==> config.mk <==
export PLATFORM = sky130hd
export DESIGN_NAME = onepin_counter_sync
export DESIGN_NICKNAME = d
export VERILOG_FILES = /design/src/rtl/pinseq_pkg.sv /design/src/rtl/pinseq_timer.sv /design/src/rtl/pinseq_insync.sv /design/src/rtl/pinseq_engine.sv /design/src/rtl/pinseq_park.sv /design/src/rtl/onepin_counter_sync.sv
export SDC_FILE = /design/constraint.sdc
export NUM_CORES = 1
export LEC_CHECK = 0
export BUFFER_PORTS_ARGS = -buffer_cell sky130_fd_sc_hd__buf_2
export CAP_MARGIN = 20
export CORE_MARGIN = 10
export CORE_UTILIZATION = 54
export DETAILED_ROUTE_END_ITERATION = 12
export PLACE_DENSITY = 0.75
export SYNTH_ARGS = -nofsm -noshare
export SYNTH_HDL_FRONTEND = slang
export SYNTH_SLANG_ARGS = --single-unit
==> constraint.sdc <==
create_clock -name clk -period 1.7 [get_ports clk]
set_input_delay 0.255 -clock clk [delete_from_list [all_inputs] [get_ports clk]]
set_output_delay 0.255 -clock clk [all_outputs]
set_load 0.02 [all_outputs]
==> src/rtl/pinseq_pkg.sv <==
package pinseq_pkg;

   // pin operations the engine can run
   typedef enum logic [1:0] {
      OP_LOOK  = 2'd0,   // release, settle, sample
      OP_HI_RD = 2'd1,   // high, low, high, release, settle, sample
      OP_LO_RD = 2'd2,   // low, high, release, settle, sample
      OP_STEP  = 2'd3    // low, high, keep driving
   } pin_op_e;

   typedef enum logic [1:0] {
      E_IDLE   = 2'd0,
      E_DRIVE  = 2'd1,
      E_SETTLE = 2'd2
   } eng_ph_e;

   typedef enum logic [2:0] {
      S_IDLE      = 3'd0,
      S_SYNC_LOOK = 3'd1,
      S_SYNC_RD   = 3'd2,
      S_DECIDE    = 3'd3,
      S_STEP      = 3'd4,
      S_CHK_LOOK  = 3'd5,
      S_CHK_RD    = 3'd6,
      S_PARK      = 3'd7
   } seq_st_e;

endpackage

==> src/rtl/pinseq_timer.sv <==
module pinseq_timer #(
   parameter int TW = 6
) (
   input  logic          clk,
   input  logic          rst_n,
   input  logic          load,
   input  logic [TW-1:0] load_val,
   output logic          zero
);

   logic [TW-1:0] cnt_q;

   always_ff @(posedge clk) begin
      if (!rst_n) begin
         cnt_q <= '0;
      end else if (load) begin
         cnt_q <= load_val;
      end else if (cnt_q != '0) begin
         cnt_q <= cnt_q - 1'b1;
      end
   end

   assign zero = (cnt_q == '0);

endmodule

==> src/rtl/pinseq_insync.sv <==
module pinseq_insync #(
   parameter int STAGES = 2
) (
   input  logic clk,
   input  logic rst_n,
   input  logic d,
   output logic q
);

   generate
      if (STAGES == 0) begin : g_direct
         assign q = d;
      end else begin : g_chain
         logic [STAGES-1:0] sh_q;
         always_ff @(posedge clk) begin
            if (!rst_n) begin
               sh_q <= '0;
            end else begin
               sh_q <= {sh_q[STAGES-2:0], d};
            end
         end
         assign q = sh_q[STAGES-1];
      end
   endgenerate

endmodule

==> src/rtl/pinseq_engine.sv <==
module pinseq_engine
   import pinseq_pkg::*;
#(
   parameter int PHASE_CYC   = 2,
   parameter int SETTLE_CYC  = 50,
   parameter int SYNC_STAGES = 2
) (
   input  logic    clk,
   input  logic    rst_n,
   input  logic    go,
   input  pin_op_e op,
   input  logic    park_en,
   input  logic    park_oe,
   input  logic    park_val,
   input  logic    pin_in,
   output logic    done,
   output logic    sample,
   output logic    oe,
   output logic    val
);

   localparam int MAXC = (PHASE_CYC > SETTLE_CYC) ? PHASE_CYC : SETTLE_CYC;
   localparam int TW   = $clog2(MAXC + 1);
   localparam logic [TW-1:0] PH_LOAD = TW'(PHASE_CYC - 1);
   localparam logic [TW-1:0] ST_LOAD = TW'(SETTLE_CYC - 1);

   eng_ph_e    ph_q;
   logic [1:0] idx_q;
   logic [1:0] nd_q;
   logic [2:0] pat_q;
   logic       rd_q;
   logic [1:0] nd_d;
   logic [2:0] pat_d;
   logic       rd_d;
   logic [2:0] idx_nx;
   logic       more_drive;
   logic       tmr_load;
   logic [TW-1:0] tmr_val;
   logic       tmr_zero;
   logic       pin_s;

   // decode: number of drive phases, levels (phase 0 in bit 0), read flag
   always_comb begin
      case (op)
         OP_LOOK:  begin nd_d = 2'd0; pat_d = 3'b000; rd_d = 1'b1; end
         OP_HI_RD: begin nd_d = 2'd3; pat_d = 3'b101; rd_d = 1'b1; end
         OP_LO_RD: begin nd_d = 2'd2; pat_d = 3'b010; rd_d = 1'b1; end
         default:  begin nd_d = 2'd2; pat_d = 3'b010; rd_d = 1'b0; end
      endcase
   end

   assign idx_nx     = {1'b0, idx_q} + 3'd1;
   assign more_drive = (idx_nx < {1'b0, nd_q});

   always_comb begin
      tmr_load = 1'b0;
      tmr_val  = ST_LOAD;
      if (ph_q == E_IDLE && go) begin
         tmr_load = 1'b1;
         tmr_val  = (nd_d != 2'd0) ? PH_LOAD : ST_LOAD;
      end else if (ph_q == E_DRIVE && tmr_zero && (more_drive || rd_q)) begin
         tmr_load = 1'b1;
         tmr_val  = more_drive ? PH_LOAD : ST_LOAD;
      end
   end

   pinseq_timer #(.TW(TW)) u_tmr (
      .clk      (clk),
      .rst_n    (rst_n),
      .load     (tmr_load),
      .load_val (tmr_val),
      .zero     (tmr_zero)
   );

   pinseq_insync #(.STAGES(SYNC_STAGES)) u_sync (
      .clk   (clk),
      .rst_n (rst_n),
      .d     (pin_in),
      .q     (pin_s)
   );

   always_ff @(posedge clk) begin
      if (!rst_n) begin
         ph_q   <= E_IDLE;
         idx_q  <= '0;
         nd_q   <= '0;
         pat_q  <= '0;
         rd_q   <= 1'b0;
         oe     <= 1'b0;
         val    <= 1'b0;
         done   <= 1'b0;
         sample <= 1'b0;
      end else begin
         done <= 1'b0;
         case (ph_q)
            E_IDLE: begin
               if (go) begin
                  nd_q  <= nd_d;
                  pat_q <= pat_d;
                  rd_q  <= rd_d;
                  idx_q <= '0;
                  if (nd_d != 2'd0) begin
                     oe   <= 1'b1;
                     val  <= pat_d[0];
                     ph_q <= E_DRIVE;
                  end else begin
                     oe   <= 1'b0;
                     ph_q <= E_SETTLE;
                  end
               end else if (park_en) begin
                  oe  <= park_oe;
                  val <= park_val;
               end
            end
            E_DRIVE: begin
               if (tmr_zero) begin
                  if (more_drive) begin
                     idx_q <= idx_nx[1:0];
                     val   <= pat_q[idx_nx[1:0]];
                  end else if (rd_q) begin
                     oe   <= 1'b0;
                     ph_q <= E_SETTLE;
                  end else begin
                     done <= 1'b1;
                     ph_q <= E_IDLE;
                  end
               end
            end
            E_SETTLE: begin
               if (tmr_zero) begin
                  sample <= pin_s;
                  done   <= 1'b1;
                  ph_q   <= E_IDLE;
               end
            end
            default: ph_q <= E_IDLE;
         endcase
      end
   end

endmodule

==> src/rtl/pinseq_park.sv <==
module pinseq_park #(
   parameter bit IDLE_DRIVE = 1'b1
) (
   input  logic synced,
   input  logic msb,
   output logic oe,
   output logic val
);

   generate
      if (IDLE_DRIVE) begin : g_follow
         // known counter: hold the pin at the MSB level
         assign oe  = synced;
         assign val = msb & synced;
      end else begin : g_float
         logic unused_in;
         assign unused_in = synced ^ msb;
         assign oe  = 1'b0;
         assign val = 1'b0;
      end
   endgenerate

endmodule

==> src/rtl/onepin_counter_sync.sv <==
module onepin_counter_sync
   import pinseq_pkg::*;
#(
   parameter int CNT_W       = 2,
   parameter int PHASE_CYC   = 2,
   parameter int SETTLE_CYC  = 50,
   parameter int SYNC_STAGES = 2,
   parameter bit CHECK_EN    = 1'b1,
   parameter bit IDLE_DRIVE  = 1'b1
) (
   input  logic             clk,
   input  logic             rst_n,
   input  logic             req_valid,
   input  logic [CNT_W-1:0] req_target,
   output logic             busy,
   output logic             synced,
   output logic             pin_oe,
   output logic             pin_out,
   input  logic             pin_in
);

   localparam logic [CNT_W-1:0] MSB_FIRST = CNT_W'(1) << (CNT_W - 1);
   localparam logic [CNT_W-1:0] LAST_LOW  = MSB_FIRST - CNT_W'(1);

   generate
      if (CNT_W < 1) begin : g_bad_w
         $error("CNT_W must be at least 1");
      end
      if (PHASE_CYC < 1) begin : g_bad_ph
         $error("PHASE_CYC must be at least 1");
      end
      if (SETTLE_CYC < SYNC_STAGES + 2) begin : g_bad_st
         $error("SETTLE_CYC must exceed the input synchroniser depth by 2");
      end
      if (SYNC_STAGES == 1) begin : g_bad_sy
         $error("SYNC_STAGES must be 0 or at least 2");
      end
   endgenerate

   seq_st_e          st_q;
   logic [CNT_W-1:0] cur_q;
   logic [CNT_W-1:0] tgt_q;
   logic             prev_q;
   logic             go_q;
   pin_op_e          op_q;
   logic             eng_done;
   logic             eng_sample;
   logic             park_oe;
   logic             park_val;
   logic             park_en;

   assign park_en = (st_q == S_IDLE) || (st_q == S_PARK);

   pinseq_park #(.IDLE_DRIVE(IDLE_DRIVE)) u_park (
      .synced (synced),
      .msb    (cur_q[CNT_W-1]),
      .oe     (park_oe),
      .val    (park_val)
   );

   pinseq_engine #(
      .PHASE_CYC   (PHASE_CYC),
      .SETTLE_CYC  (SETTLE_CYC),
      .SYNC_STAGES (SYNC_STAGES)
   ) u_eng (
      .clk      (clk),
      .rst_n    (rst_n),
      .go       (go_q),
      .op       (op_q),
      .park_en  (park_en),
      .park_oe  (park_oe),
      .park_val (park_val),
      .pin_in   (pin_in),
      .done     (eng_done),
      .sample   (eng_sample),
      .oe       (pin_oe),
      .val      (pin_out)
   );

   always_ff @(posedge clk) begin
      if (!rst_n) begin
         st_q   <= S_IDLE;
         cur_q  <= '0;
         tgt_q  <= '0;
         prev_q <= 1'b0;
         go_q   <= 1'b0;
         op_q   <= OP_LOOK;
         busy   <= 1'b0;
         synced <= 1'b0;
      end else begin
         go_q <= 1'b0;
         case (st_q)
            S_IDLE: begin
               if (req_valid) begin
                  tgt_q <= req_target;
                  busy  <= 1'b1;
                  if (synced) begin
                     st_q <= S_DECIDE;
                  end else begin
                     go_q <= 1'b1;
                     op_q <= OP_LOOK;
                     st_q <= S_SYNC_LOOK;
                  end
               end
            end
            S_SYNC_LOOK: begin
               if (eng_done) begin
                  prev_q <= eng_sample;
                  go_q   <= 1'b1;
                  op_q   <= eng_sample ? OP_HI_RD : OP_LO_RD;
                  st_q   <= S_SYNC_RD;
               end
            end
            S_SYNC_RD: begin
               if (eng_done) begin
                  if (!prev_q && eng_sample) begin
                     synced <= 1'b1;
                     cur_q  <= MSB_FIRST;
                     st_q   <= S_DECIDE;
                  end else begin
                     prev_q <= eng_sample;
                     go_q   <= 1'b1;
                     op_q   <= eng_sample ? OP_HI_RD : OP_LO_RD;
                  end
               end
            end
            S_DECIDE: begin
               if (cur_q == tgt_q) begin
                  st_q <= S_PARK;
               end else if (CHECK_EN && cur_q == LAST_LOW) begin
                  go_q <= 1'b1;
                  op_q <= OP_LOOK;
                  st_q <= S_CHK_LOOK;
               end else begin
                  go_q <= 1'b1;
                  op_q <= OP_STEP;
                  st_q <= S_STEP;
               end
            end
            S_STEP: begin
               if (eng_done) begin
                  cur_q <= cur_q + 1'b1;
                  st_q  <= S_DECIDE;
               end
            end
            S_CHK_LOOK: begin
               if (eng_done) begin
                  go_q <= 1'b1;
                  if (eng_sample) begin
                     synced <= 1'b0;
                     op_q   <= OP_LOOK;
                     st_q   <= S_SYNC_LOOK;
                  end else begin
                     op_q <= OP_LO_RD;
                     st_q <= S_CHK_RD;
                  end
               end
            end
            S_CHK_RD: begin
               if (eng_done) begin
                  if (!eng_sample) begin
                     synced <= 1'b0;
                     go_q   <= 1'b1;
                     op_q   <= OP_LOOK;
                     st_q   <= S_SYNC_LOOK;
                  end else begin
                     cur_q <= MSB_FIRST;
                     st_q  <= S_DECIDE;
                  end
               end
            end
            S_PARK: begin
               busy <= 1'b0;
               st_q <= S_IDLE;
            end
            default: st_q <= S_IDLE;
         endcase
      end
   end

endmodule

==> results.ini <==
[worst_setup_path]
cp-start-kind = flip-flop
cp_cell_sequence = fa_1 > a31o_2 > a41oi_2 > or4_1 > a21oi_1
crit_fanout = 3
crit_required_ps = 1990
cp_slowest_cell = fa_1
cp_slowest_stage_delay_ps = 570
rr_startpoint = u_eng.idx_q[0]$_SDFFE_PN0P_
crit_buf_inv = 0
cp.arrival_ps = 2160
worst-r2r-setup-slack_ps = -170
critPathLaunch = u_eng.idx_q[0]$_SDFFE_PN0P_
reg2reg_to = u_eng.oe$_SDFFE_PN0P_
critPathTopFamily = adder cells
ff2ff_path_depth = 5
critical_path_class = flip-flop to flip-flop
end_kind = flip-flop

[min_path]
worstHoldStart = pin_in
min_delay_worst_endpoint = u_eng.u_sync.g_chain.sh_q[0]$_SDFF_PN0_
hp-class = primary input to flip-flop
hold_depth = 2

[layout]
nFillCells = 277
multi_input_area_um2 = 1150
drive_above_1_share = 0.252
synthToLayoutAreaGrowth_pct = 24.5
fin_util = 0.690
layout.nets = 274
final_cell_area_um2 = 2280
seq_area_um2 = 667
insertedDiodeCount = 0

[placed_design]
numPortBuffers = 9
dp_hpwl_um = 3090
routabilityCongestion = 0.854
post-place-ws_ps = -182
dpl-instance-area_um2 = 2120

[pwr]
powerDensity_nw_per_um2 = 1370
p_leak_nw = 0.916
ir_drop_mv = 0.593

[yosys]
synth.distinct_cells = 48
syn_area_per_cell_um2 = 8.12
synth-compound-area-share = 0.246
ys_warn_count = 0
synth_fa_ha_area_frac = 0.0518
synth-edff-count = 0
syn-cell-area_um2 = 1830
syn_inst = 226
synthSimpleGateAreaFrac = 0.235
yosys.area.top_type = dfxtp_1
synth_nets = 239
synth_mux_area_frac = 0.0334
synth-seq-area-share = 0.360
synth-seq-cells = 33
ys.flop_type = dfxtp_1
synth_top_family_by_area = compound AO/OA/AOI/OAI gates
synthArstFlopShare = 0
synthTopCellsByArea = dfxtp_1 (36%), a21oi_1 (5.5%), ha_1 (4.1%)
yosys.area.top_type_share = 0.360
synth-xor-area-share = 0.0239

[floorplanning]
die-area_um2 = 6130
rows = 21
pin_count = 10
die_h_um = 78.3
coreArea_um2 = 3310
initial_core_util = 0.554
die_w_um = 78.3

[grt]
grt_max_degree = 16
grt_busiest_layer = met2
grtUsageMet2 = 0.238
grt_usage = 0.145
grt_pass1_wl_um = 7370
met1_usage = 0.174
grt_pass1_vias = 1639
use_met3 = 0.0410
overflow = 0
antenna_found_initial = 0

[outcome]
violations = setup timing
status = finished, violations left

[timing]
fin_skew_ps = 13.8
fmax_ghz = 0.535
tightest_slew_ps = 633
rsz0062_at_grt = yes
fin_ws_ps = -169
period_share = 1.10
drv_slew = 0
finalSetupViolations = 11
setup_tns_ps = -1030
finalHoldViolations = 0
relSlewSlack = 0.575
final.min_clock_period_ps = 1870

[clock_tree]
tritoncts = yes
clk_pin_slew_ps = 110
worstSkewPairLatency_ps = 350
clock_path_buffers = 2
root_buffer = clkbuf_4
htree_levels = 2
cts.sinks = 33
cts_buffers = 5

[routing]
drtAntennaViolNets = 0
wl_per_cell_um = 14.1
dr.pass1.iters = 5
totalWireLength_um = 4330
drc = 0
drt_iter0_markers = 90
vias = 1728
viasPerCell = 5.61

[job]
maxCapViolCount = 0

[stage by stage]
stage	hold WS, ps	power (mW)	instances
floorplan	382	1.96	226
global placement	416	2.34	297
detailed placement	426	2.37	297
CTS	108	3.08	307
global route	107	3.36	308
finish	118	3.14	308
[how the worst max path moves through the flow]
stage                                   endpoint  slack, ps  cells after the start
after floorplan            u_eng.oe$_SDFFE_PN0P_        -90                      7
after global placement    u_eng.val$_SDFFE_PN0P_       -140                      8
after detailed placement  u_eng.val$_SDFFE_PN0P_       -180                      8
after CTS                 u_eng.val$_SDFFE_PN0P_       -160                      6
after global routing       u_eng.oe$_SDFFE_PN0P_       -280                      6
final                      u_eng.oe$_SDFFE_PN0P_       -170                      5
[report_power, final]
| group | leakage, nW | total (mW) | switching [mW] | internal (mW) |
|---|---|---|---|---|
| Clock | 0.0455 | 0.640 | 0.289 | 0.351 |
| Combinational | 0.599 | 1.45 | 0.729 | 0.721 |
| Sequential | 0.272 | 1.05 | 0.143 | 0.906 |
[cell usage after synthesis (all sizes together), types with 2 or more instances]
| library cell | number |
|---|---|
| a211oi | 3 |
| a21boi | 5 |
| a21oi | 20 |
| a221oi | 2 |
| a311oi | 2 |
| a31o | 2 |
| a31oi | 5 |
| a41oi | 2 |
| and2 | 5 |
| buf | 2 |
| clkbuf | 8 |
| dfxtp | 33 |
| ha | 6 |
| inv | 14 |
| mux2i | 5 |
| nand2 | 20 |
| nand2b | 6 |
| nand3 | 6 |
| nand3b | 4 |
| nor2 | 19 |
| nor2b | 4 |
| nor3 | 6 |
| nor3b | 3 |
| o211ai | 2 |
| o21ai | 15 |
| or3 | 4 |
| xnor2 | 2 |
| xor2 | 3 |
[worst register-to-register path, cell delays in order (launching register included)]
cell     delay [ps]
dfxtp_2         350
fa_1            570
a31o_2          210
a41oi_2         130
or4_1           420
a21oi_1         130
[registers in the layout (all words and copies together) (netlist names), 2 cells and up]
name / flops
u_eng.u_tmr.cnt_q: 6
st_q: 3
cur_q: 2
op_q: 2
tgt_q: 2
u_eng.idx_q: 2
u_eng.nd_q: 2
u_eng.ph_q: 2
u_eng.u_sync.g_chain.sh_q: 2
[logic make-up after synthesis]
logic type / after synthesis
AOI/OAI and AO/OA: 69
xor gates and xnor gates: 5
adders and majority gates: 7
buffers and inverters: 24
DFF: 33
muxes: 6
and+or+nand+nor: 82
[per-layer routing]
layer	wire (µm)	vias to the layer above
li1	-	879
met1	1990	807
met2	2100	34
met3	155	8
met4	87	0
met5	0	-
[cell type report]
type	instances	area share
Timing Repair Buffer	38	0.117
Clock inverter	1	0.0132
Tap cell	46	0.0252
Inverter	14	0.0230
Clock buffer	7	0.0241
Multi-Input combinational cell	169	0.506
Sequential cell	33	0.292
[layout by cell type, fill, tap and decap left out, types with 2 or more instances in the layout]
master,count
a211oi_1,3
a21boi_0,5
a21oi_1,20
a221oi_1,2
a311oi_1,2
a31o_2,2
a31oi_1,3
and2_1,5
buf_2,9
buf_4,28
clkbuf_4,5
dfxtp_1,28
dfxtp_2,5
ha_1,5
inv_1,12
inv_2,2
mux2i_1,5
nand2_1,20
nand2b_1,6
nand3_1,6
nand3b_1,4
nor2_1,19
nor2b_1,4
nor3_1,4
nor3b_1,3
o211ai_1,2
o21ai_0,15
or3_1,4
xnor2_1,2
xor2_1,3
[repair_timing]
| action | 4_1_cts | 5_1_grt |
|---|---|---|
| resized for setup | 3 | 9 |
| endpoints found under the setup margin | 12 | 15 |
| setup buffers | 2 | 1 |
| hold buffers | 0 | 0 |
| pin swaps | 2 | 1 |
Power figures use the tool's default switching activity.
